`src/rtl/spi_regxact_pkg.sv`:
```
package spi_regxact_pkg;
    typedef enum logic [1:0] {
        STAT_OK      = 2'b00,
        STAT_BADLEN  = 2'b01,
        STAT_TIMEOUT = 2'b10
    } stat_e;

    typedef enum logic [2:0] {
        S_IDLE, S_HDR, S_POLL, S_WDAT, S_DATA, S_GAP, S_DONE
    } state_e;

    localparam logic [7:0] HDR_TAG = 8'hD4;
endpackage

```
`src/rtl/spi_regxact_shifter.sv`:
```
module spi_regxact_shifter #(
    parameter int DIV_W = 8
) (
    input  logic             clk,
    input  logic             rst_n,
    input  logic [DIV_W-1:0] clk_div,
    input  logic             go,
    input  logic [7:0]       tx_byte,
    input  logic             miso,
    output logic             sclk,
    output logic             mosi,
    output logic [7:0]       rx_byte,
    output logic             byte_done
);
    logic             active;
    logic [DIV_W-1:0] hcnt;
    logic [2:0]       bitn;
    logic [7:0]       sh;

    always_ff @(posedge clk or negedge rst_n) begin
        if (!rst_n) begin
            active    <= 1'b0;
            hcnt      <= '0;
            bitn      <= '0;
            sh        <= '0;
            rx_byte   <= '0;
            sclk      <= 1'b0;
            byte_done <= 1'b0;
        end else begin
            byte_done <= 1'b0;
            if (go) begin
                active <= 1'b1;
                sh     <= tx_byte;
                hcnt   <= '0;
                bitn   <= '0;
                sclk   <= 1'b0;
            end else if (active) begin
                if (hcnt == clk_div) begin
                    hcnt <= '0;
                    if (!sclk) begin
                        sclk    <= 1'b1;
                        rx_byte <= {rx_byte[6:0], miso};
                    end else begin
                        sclk <= 1'b0;
                        if (bitn == 3'd7) begin
                            active    <= 1'b0;
                            byte_done <= 1'b1;
                        end else begin
                            bitn <= bitn + 3'd1;
                            sh   <= {sh[6:0], 1'b0};
                        end
                    end
                end else begin
                    hcnt <= hcnt + 1'b1;
                end
            end
        end
    end

    assign mosi = sh[7];
endmodule

```
`src/rtl/spi_regxact_master.sv`:
```
module spi_regxact_master
    import spi_regxact_pkg::*;
#(
    parameter int DIV_W     = 8,
    parameter int LEN_W     = 8,
    parameter int MAX_LEN   = 128,
    parameter int RETRY_MAX = 50
) (
    input  logic             clk,
    input  logic             rst_n,
    input  logic [DIV_W-1:0] clk_div,
    input  logic             start,
    input  logic             is_read,
    input  logic [15:0]      reg_addr,
    input  logic [LEN_W-1:0] xfer_len,
    output logic             busy,
    output logic             done,
    output logic [1:0]       status,
    input  logic [7:0]       wr_data,
    input  logic             wr_valid,
    output logic             wr_ready,
    output logic [7:0]       rd_data,
    output logic             rd_valid,
    output logic             spi_cs_n,
    output logic             spi_sclk,
    output logic             spi_mosi,
    input  logic             spi_miso
);
    localparam int RW = $clog2(RETRY_MAX + 1);

    state_e           state;
    stat_e            stat_q;
    logic             rd_q, inflight, go, byte_done, req_ok;
    logic [15:0]      addr_q;
    logic [LEN_W-1:0] len_q, dcnt, lenm1;
    logic [1:0]       idx;
    logic [RW-1:0]    retry;
    logic [DIV_W-1:0] gap_cnt;
    logic [7:0]       tx, hdr_byte, rx;
    state_e           pay_state;

    spi_regxact_shifter #(.DIV_W(DIV_W)) u_shift (
        .clk(clk), .rst_n(rst_n), .clk_div(clk_div), .go(go), .tx_byte(tx),
        .miso(spi_miso), .sclk(spi_sclk), .mosi(spi_mosi), .rx_byte(rx),
        .byte_done(byte_done)
    );

    assign req_ok = (xfer_len != '0) && (xfer_len <= LEN_W'(MAX_LEN)) &&
                    (!is_read || xfer_len == LEN_W'(1) || xfer_len == LEN_W'(2) ||
                     xfer_len == LEN_W'(4));
    assign lenm1     = len_q - 1'b1;
    assign pay_state = rd_q ? S_DATA : S_WDAT;

    always_comb begin
        unique case (idx)
            2'd0:    hdr_byte = {rd_q, lenm1[6:0]};
            2'd1:    hdr_byte = HDR_TAG;
            2'd2:    hdr_byte = addr_q[15:8];
            default: hdr_byte = addr_q[7:0];
        endcase
    end

    // State register and transaction bookkeeping
    always_ff @(posedge clk or negedge rst_n) begin
        if (!rst_n) begin
            state    <= S_IDLE;
            stat_q   <= STAT_OK;
            rd_q     <= 1'b0;
            addr_q   <= '0;
            len_q    <= '0;
            dcnt     <= '0;
            idx      <= '0;
            retry    <= '0;
            gap_cnt  <= '0;
            inflight <= 1'b0;
            rd_data  <= '0;
            rd_valid <= 1'b0;
        end else begin
            rd_valid <= 1'b0;
            if (go)             inflight <= 1'b1;
            else if (byte_done) inflight <= 1'b0;
            if (state != S_GAP) gap_cnt <= '0;
            unique case (state)
                S_IDLE: if (start) begin
                    rd_q   <= is_read;
                    len_q  <= xfer_len;
                    addr_q <= reg_addr;
                    idx    <= '0;
                    retry  <= '0;
                    dcnt   <= '0;
                    stat_q <= req_ok ? STAT_OK : STAT_BADLEN;
                    state  <= req_ok ? S_HDR : S_DONE;
                end
                S_HDR: if (byte_done) begin
                    idx <= idx + 2'd1;
                    if (idx == 2'd3) state <= rx[0] ? pay_state : S_POLL;
                end
                S_POLL: if (byte_done) begin
                    if (rx[0]) begin
                        state <= pay_state;
                    end else if (retry == RW'(RETRY_MAX - 1)) begin
                        stat_q <= STAT_TIMEOUT;
                        state  <= S_GAP;
                    end else begin
                        retry <= retry + 1'b1;
                    end
                end
                S_WDAT: if (wr_valid) state <= S_DATA;
                S_DATA: if (byte_done) begin
                    if (rd_q) begin
                        rd_valid <= 1'b1;
                        rd_data  <= rx;
                    end
                    if (dcnt == lenm1) begin
                        state <= S_GAP;
                    end else begin
                        dcnt  <= dcnt + 1'b1;
                        state <= pay_state;
                    end
                end
                S_GAP: if (gap_cnt == clk_div) state <= S_DONE;
                       else gap_cnt <= gap_cnt + 1'b1;
                S_DONE: state <= S_IDLE;
                default: state <= S_IDLE;
            endcase
        end
    end

    // Outputs decoded from the state
    always_comb begin
        go       = 1'b0;
        tx       = 8'h00;
        wr_ready = 1'b0;
        unique case (state)
            S_HDR:  begin go = !inflight; tx = hdr_byte; end
            S_POLL: go = !inflight;
            S_WDAT: begin wr_ready = 1'b1; go = wr_valid; tx = wr_data; end
            S_DATA: go = rd_q && !inflight;
            default: ;
        endcase
    end

    assign spi_cs_n = (state == S_IDLE) || (state == S_DONE);
    assign busy     = (state != S_IDLE);
    assign done     = (state == S_DONE);
    assign status   = stat_q;
endmodule

```
`config.mk`:
```
export PLATFORM = sky130hd
export DESIGN_NAME = spi_regxact_master
export DESIGN_NICKNAME = d
export VERILOG_FILES = /design/src/rtl/spi_regxact_pkg.sv /design/src/rtl/spi_regxact_shifter.sv /design/src/rtl/spi_regxact_master.sv
export SDC_FILE = /design/constraint.sdc
export NUM_CORES = 1
export LEC_CHECK = 0
export BUFFER_PORTS_ARGS = -buffer_cell sky130_fd_sc_hd__clkbuf_2
export CORE_ASPECT_RATIO = 1.5
export CORE_MARGIN = 2
export CORE_UTILIZATION = 50
export DETAILED_ROUTE_END_ITERATION = 10
export MAX_ROUTING_LAYER = met4
export PLACE_DENSITY = 0.7
export SYNTH_ARGS = -nofsm -noshare
export SYNTH_HDL_FRONTEND = slang
export SYNTH_HIERARCHICAL = 1
export SYNTH_SLANG_ARGS = --single-unit
```
`constraint.sdc`:
```
create_clock -name clk -period 5.4 [get_ports clk]
set_input_delay 0.81 -clock clk [delete_from_list [all_inputs] [get_ports clk]]
set_output_delay 0.81 -clock clk [all_outputs]
set_load 0.02 [all_outputs]
```
After elaboration in Yosys (flattened, before gate mapping)
Index checks and enable logic that the tools add are counted.

Register bits after elaboration: 94. Latch bits: 0. Bits in writable memories: 0. ROM bits: 0. Input bits: 46. Output and inout port bits: 17. Word-level logic and storage cells: 162. Memories: 0.

Add/subtract/negate cells: 7. $mul: 0. Div/mod/pow operators: 0. $lt $le $gt $ge: 1. Eq/ne operators: 31. Shifts and indexed selects: 0. Multiplexer cells: 71. Bitwise gates (word level): 2. Reduce and logical (&&, ||, !) cells: 31.

Operator list (number): $mux W8 (14); $mux W3 (18); $pmux W8 S2 (2); $add A8 B1 Y8 const B (3); $eq A8 B8 Y1 (3); $mux W6 (4); $pmux W8 S3 (1); $mux W1 (21); $ne A2 B2 Y1 const B (9); $pmux W3 S6 (1); $reduce_bool A2 Y1 (7); $eq A3 B3 Y1 const B (4); $mux W2 (6); $pmux W6 S2 (1); $reduce_and A4 Y1 (3); $reduce_and A5 Y1 (2); $eq A8 B1 Y1 const B (1); $eq A8 B2 Y1 const B (1); $eq A8 B3 Y1 const B (1); $le A8 B8 Y1 const B (1); $pmux W2 S2 (2); $reduce_and A8 Y1 (1); $reduce_bool A8 Y1 (1); $sub A8 B1 Y8 const B (1); 22 further kinds (35).

Longest topological paths before layout
Depth after elaboration: 8. Mapped depth: 10. Gate-level depth less buffers: 9.

Hierarchy
The synthesis kept the hierarchy.

By module, submodules not included: spi_regxact_master (instances 1, cells an instance 432, area each 3683.5 um^2, sequential area each 1601.5 um^2); spi_regxact_shifter (instances 1, cells an instance 161, area each 1725.4 um^2, sequential area each 750.7 um^2).

Least setup slack after synthesis
Ideal clock, no wire load.

Path type: input to register. Start: input xfer_len[3]. End: register state[0]. Setup time: 0.127 ns. Data arrival time: 2.429 ns. Required time: 5.273 ns. Path slack: 2.843 ns. Cell stages on the path: 7. Buffers on the path: 0. Cells stage by stage: or4_1 or2_0 a221oi_1 o21ai_1 o21a_1 a311oi_1 o21ai_1.

Cells in the longest elaborated chain, start to end: 8. Elaborated cells on any way between the ends: 13.

Ends and longest elaborated chain: from (decl) (line spi_regxact_master.sv:15) `input logic [LEN_W-1:0] xfer_len,`; parallel branches: the longest is 4 deep, another holds $le A8 B8 Y1; $logic_and A1 B1 Y1 (*) (line spi_regxact_master.sv:48) `assign req_ok = (xfer_len != '0) && (xfer_len <= LEN_W'(MAX_LEN)) &&`; $mux W3 (*) (line spi_regxact_master.sv:92) `state <= req_ok ? S_HDR : S_DONE;`; $mux W3 (*) (line spi_regxact_master.sv:84) `S_IDLE: if (start) begin`; $pmux W3 S6 (*) (line spi_regxact_master.sv:83) `unique case (state)`; to (signal assigned) (line spi_regxact_master.sv:92); to (signal assigned) (line spi_regxact_master.sv:96) `if (idx == 2'd3) state <= rx[0] ? pay_state : S_POLL;`; to (signal assigned) (line spi_regxact_master.sv:100) `state <= pay_state;`; to (decl) (line spi_regxact_master.sv:31) `state_e state;`.

Mark *: on every way between the ends. The select of a mux whose other input is x is not followed. A chain may end at the register's enable or synchronous reset.

Worst setup path in the final report
Start: register state[2]. End: output spi_cs_n.

Cells in the longest elaborated chain, start to end: 2. Elaborated cells on any way between the ends: 3.

Ends and longest elaborated chain: $eq A3 B3 Y1 or $logic_not A3 Y1 (tied branches) (line spi_regxact_master.sv:143) `assign spi_cs_n = (state == S_IDLE) || (state == S_DONE);`; $logic_or A1 B1 Y1 (*) (line spi_regxact_master.sv:143); to (decl) (line spi_regxact_master.sv:24) `output logic spi_cs_n,`.

Every way passes the cells marked *; elsewhere a longest branch is shown, timed or not.

==> run_results.csv <==
group,metric,value,unit
run_status,status,"finished clean",
worst_setup_path,path_buf_inv,2,
grt,globalRouteOverflowTotal,0,
place,io_buffers,62,
drt,wl_per_cell,15.50,µm
worst_setup_path,required,4590,ps
drt,dr.pass1.iters,5,
yosys,synth-edff-count,0,
power_and_ir_drop,p_total,2.803,mW
grt,grt_pass1_vias,4396,
clock_network,cts_hold_buf,0,
clock_network,cts_root_buf,"clkbuf_16",
yosys,synth_fa_ha_area_share,2.776,%
layout,nets,694,
grt,grt_start_max_net_pins,71,
layout,final_util,57.67,%
worst_setup_path,cp-start-kind,"register",
layout,n_antenna_cell,0,
timing,worst_pin_slew,895.9,ps
min_path,min_path_type,"input port to asynchronous set/reset pin",
layout,drive_gt1_share,16.12,%
clock_network,clock_latency,340,ps
power_and_ir_drop,pwr-share-seq,40.6,%
worst_setup_path,critPathMaxStageDelay,790,ps
power_and_ir_drop,leakage,2.794,nW
power_and_ir_drop,comb_power_share,37.7,%
yosys,syn_nets,651,
grt,grt_usage,22.35,%
drt,antenna_left,0,
yosys,synth_cell_type_count,67,
yosys,synth.most_common_cell,"nand2_1",
worst_setup_path,path_delay_family,"flip-flops",
clock_network,cts_tree,"built",
power_and_ir_drop,intPower,1.699,mW
grt,antenna_found_initial,0,
clock_network,clk_path_buf_depth,2,
yosys,synth_top_family_by_area,"simple AND/OR/NAND/NOR gates",
timing,tns,0,ps
timing,hold_viol_final,0,
place,gp_congestion,0.8725,
die,die_h,131.4,µm
worst_setup_path,critPathSlowestCell,"dfrtp_1",
power_and_ir_drop,power.share.switching,39.37,%
clock_network,clk_pin_slew_worst_paths,60,ps
worst_setup_path,path_cells,"inv_1, nor3b_1, a21o_1, clkbuf_2",
yosys,netlist_top_cells_area,"dfrtp_1 43%, nand2_1 8.3%, xnor2_1 4.2%, ha_1 2.8%, a21oi_1 2.7%",
die,ioPinCount,63,
worst_setup_path,cp_max_fo,21,
yosys,async_flop_share,100.0,%
power_and_ir_drop,powerDensity,461.4,nW/µm²
grt,grt_pass1_wl,20330,µm
worst_setup_path,end_kind,"primary output",
drt,drt_iter0_drc,345,
power_and_ir_drop,vdd_ir_drop_max,0.2746,mV
timing,grt_setup_unrepaired,"false",
yosys,synthMuxAreaShare,3.285,%
timing,timing.final.crit_share,54.63,%
clock_network,h-tree-depth,3,
clock_network,clock-sinks,94,
yosys,synthesis.instances,593,
run,drv_cap,0,
yosys,synth.top_cell.area_share,43.49,%
drt,viasPerCell,5.635,
die,dieArea,11680,µm²
timing,period_needed,2950,ps
yosys,yosysWarnings,6,
clock_network,cts_setup_buffers,0,
die,rows,46,
yosys,synth_commonest_cells,"119 x nand2_1, 94 x dfrtp_1, 33 x nor2_1",
layout,area_growth,12.31,%
drt,drt_wl_total,12140,µm
die,design.core.area,10530,µm²
timing,setup_viol,0,
power_and_ir_drop,clkPwrFrac,21.7,%
place,dpl.hpwl,8662,µm
power_and_ir_drop,p_sw,1.103,mW
timing,maxClockFrequency,339.0,MHz
timing,finalClockSkew,6.189,ps
yosys,synth_xor_area_share,9.299,%
yosys,synth_compound_area_share,14.30,%
yosys,yosysTopAreaCell,"dfrtp_1",
yosys,ys.flop_type,"dfrtp_1",
drt,vias,4412,
worst_setup_path,criticalPathCategory,"register to primary output",
clock_network,cts_resized,0,
timing,maxSlewViolCount,0,
drt,drc_errors,0,
die,initial_utilization,51.35,%
die,die_width,88.93,µm
yosys,synth_area,5409,µm²
yosys,synth_area_per_cell,9.121,µm²
clock_network,cts_buffers,9,
yosys,synth-seq-cells,94,
worst_setup_path,crit_arrival,2140,ps
yosys,yosys.area_share.simple,22.95,%
timing,slew_headroom,40.27,%
yosys,yosysSeqAreaShare,43.49,%
[worst reg2reg max path, cell delays in order, from the launching register on]
cell and delay, ps:
dfrtp_1 410, inv_1 110, ha_1 200, or3b_4 420, nor3_2 200, xnor3_1 160, nor4bb_1 570, clkbuf_2 290
a21oi_1 130, xnor2_1 190, nor2_1 60
[cells in the final DEF (no fill, tap or decap), types with 9 or more instances in the layout]
cell / instances
nor2_1: 33
a21oi_1: 29
o31ai_1: 14
clkbuf_16: 9
nor3b_1: 10
nand2_1: 119
inv_1: 16
o21ai_0: 27
xnor2_1: 26
nor2b_1: 11
nand4_1: 11
ha_1: 12
dfrtp_1: 94
mux2_1: 9
clkbuf_2: 62
nand3_1: 13
xor2_1: 15
[per-stage QoR]
step | cells | setup WS [ps] | instance area, µm² | hold slack (ps)
after floorplan | 593 | 2843 | 5409 | 434.8
after global placement | 768 | 2206 | 5791 | 453.0
after detailed placement | 768 | 2061 | 5791 | 459.7
after CTS | 782 | 2036 | 6070 | 361.2
after global routing | 783 | 2241 | 6075 | 379.6
final | 783 | 2450 | 6075 | 363.5
[sequential cells by signal, summed over array words and instances, names as in the netlist, 3 cells and up]
signal,cells
addr_q,16
dcnt,8
gap_cnt,8
len_q,8
rd_data,8
retry,6
state,3
u_shift/bitn,3
u_shift/hcnt,8
u_shift/rx_byte,8
u_shift/sh,8
[power groups by stage]
stage / sequential [mW] / clock, mW / combinational (mW)
floorplan: 1.04 / 0 / 0.877
global placement: 1.14 / 0 / 1.02
detailed placement: 1.15 / 0 / 1.05
CTS: 1.13 / 0.625 / 1.06
global route: 1.17 / 0.650 / 1.18
finish: 1.14 / 0.609 / 1.06
[layer usage]
| metal | vias to the layer above | share of wire [%] | GRT usage (%) |
|---|---|---|---|
| li1 | 2147 | - | - |
| met1 | 2166 | 42 | 27.54 |
| met2 | 87 | 53 | 37.40 |
| met3 | 12 | 3.6 | 3.266 |
| met4 | 0 | 1.3 | 6.734 |
| met5 | - | 0 | - |
[layout make-up]
cell class                      count  area (µm²)
Clock inverter                      4       50.05
Inverter                           17       63.81
Sequential cell                    94        2352
Fill cell                         974        4458
Clock buffer                       10       229.0
Multi-Input combinational cell    447        2851
Tap cell                          144       180.2
Timing Repair Buffer               67       347.8
[path summary, 6_finish.rpt]
path,from,slack [ps],end,cells after the start
setup / recovery,state[2]$_DFFE_PN0P_,2450,spi_cs_n,4
hold / removal,rst_n,360,rd_data[3]$_DFFE_PN0P_,1
setup reg to reg,len_q[0]$_DFFE_PN0P_,2550,dcnt[2]$_DFFE_PN0P_,10
hold reg to reg,rd_data[3]$_DFFE_PN0P_,470,rd_data[3]$_DFFE_PN0P_,2
max in group asynchronous,rst_n,3840,addr_q[14]$_DFFE_PN0P_,2
min in group clk,rd_data[3]$_DFFE_PN0P_,470,rd_data[3]$_DFFE_PN0P_,2
[cell families (layout without fill, tap and decap cells)]
group / Yosys count / count (layout)
simple gates: 248 / 248
compound gates: 122 / 122
flops: 94 / 94
buf+inv: 52 / 98
xor+xnor: 49 / 49
mux: 16 / 16
fa+ha+maj: 12 / 12
(Power assumes the default switching activity.)
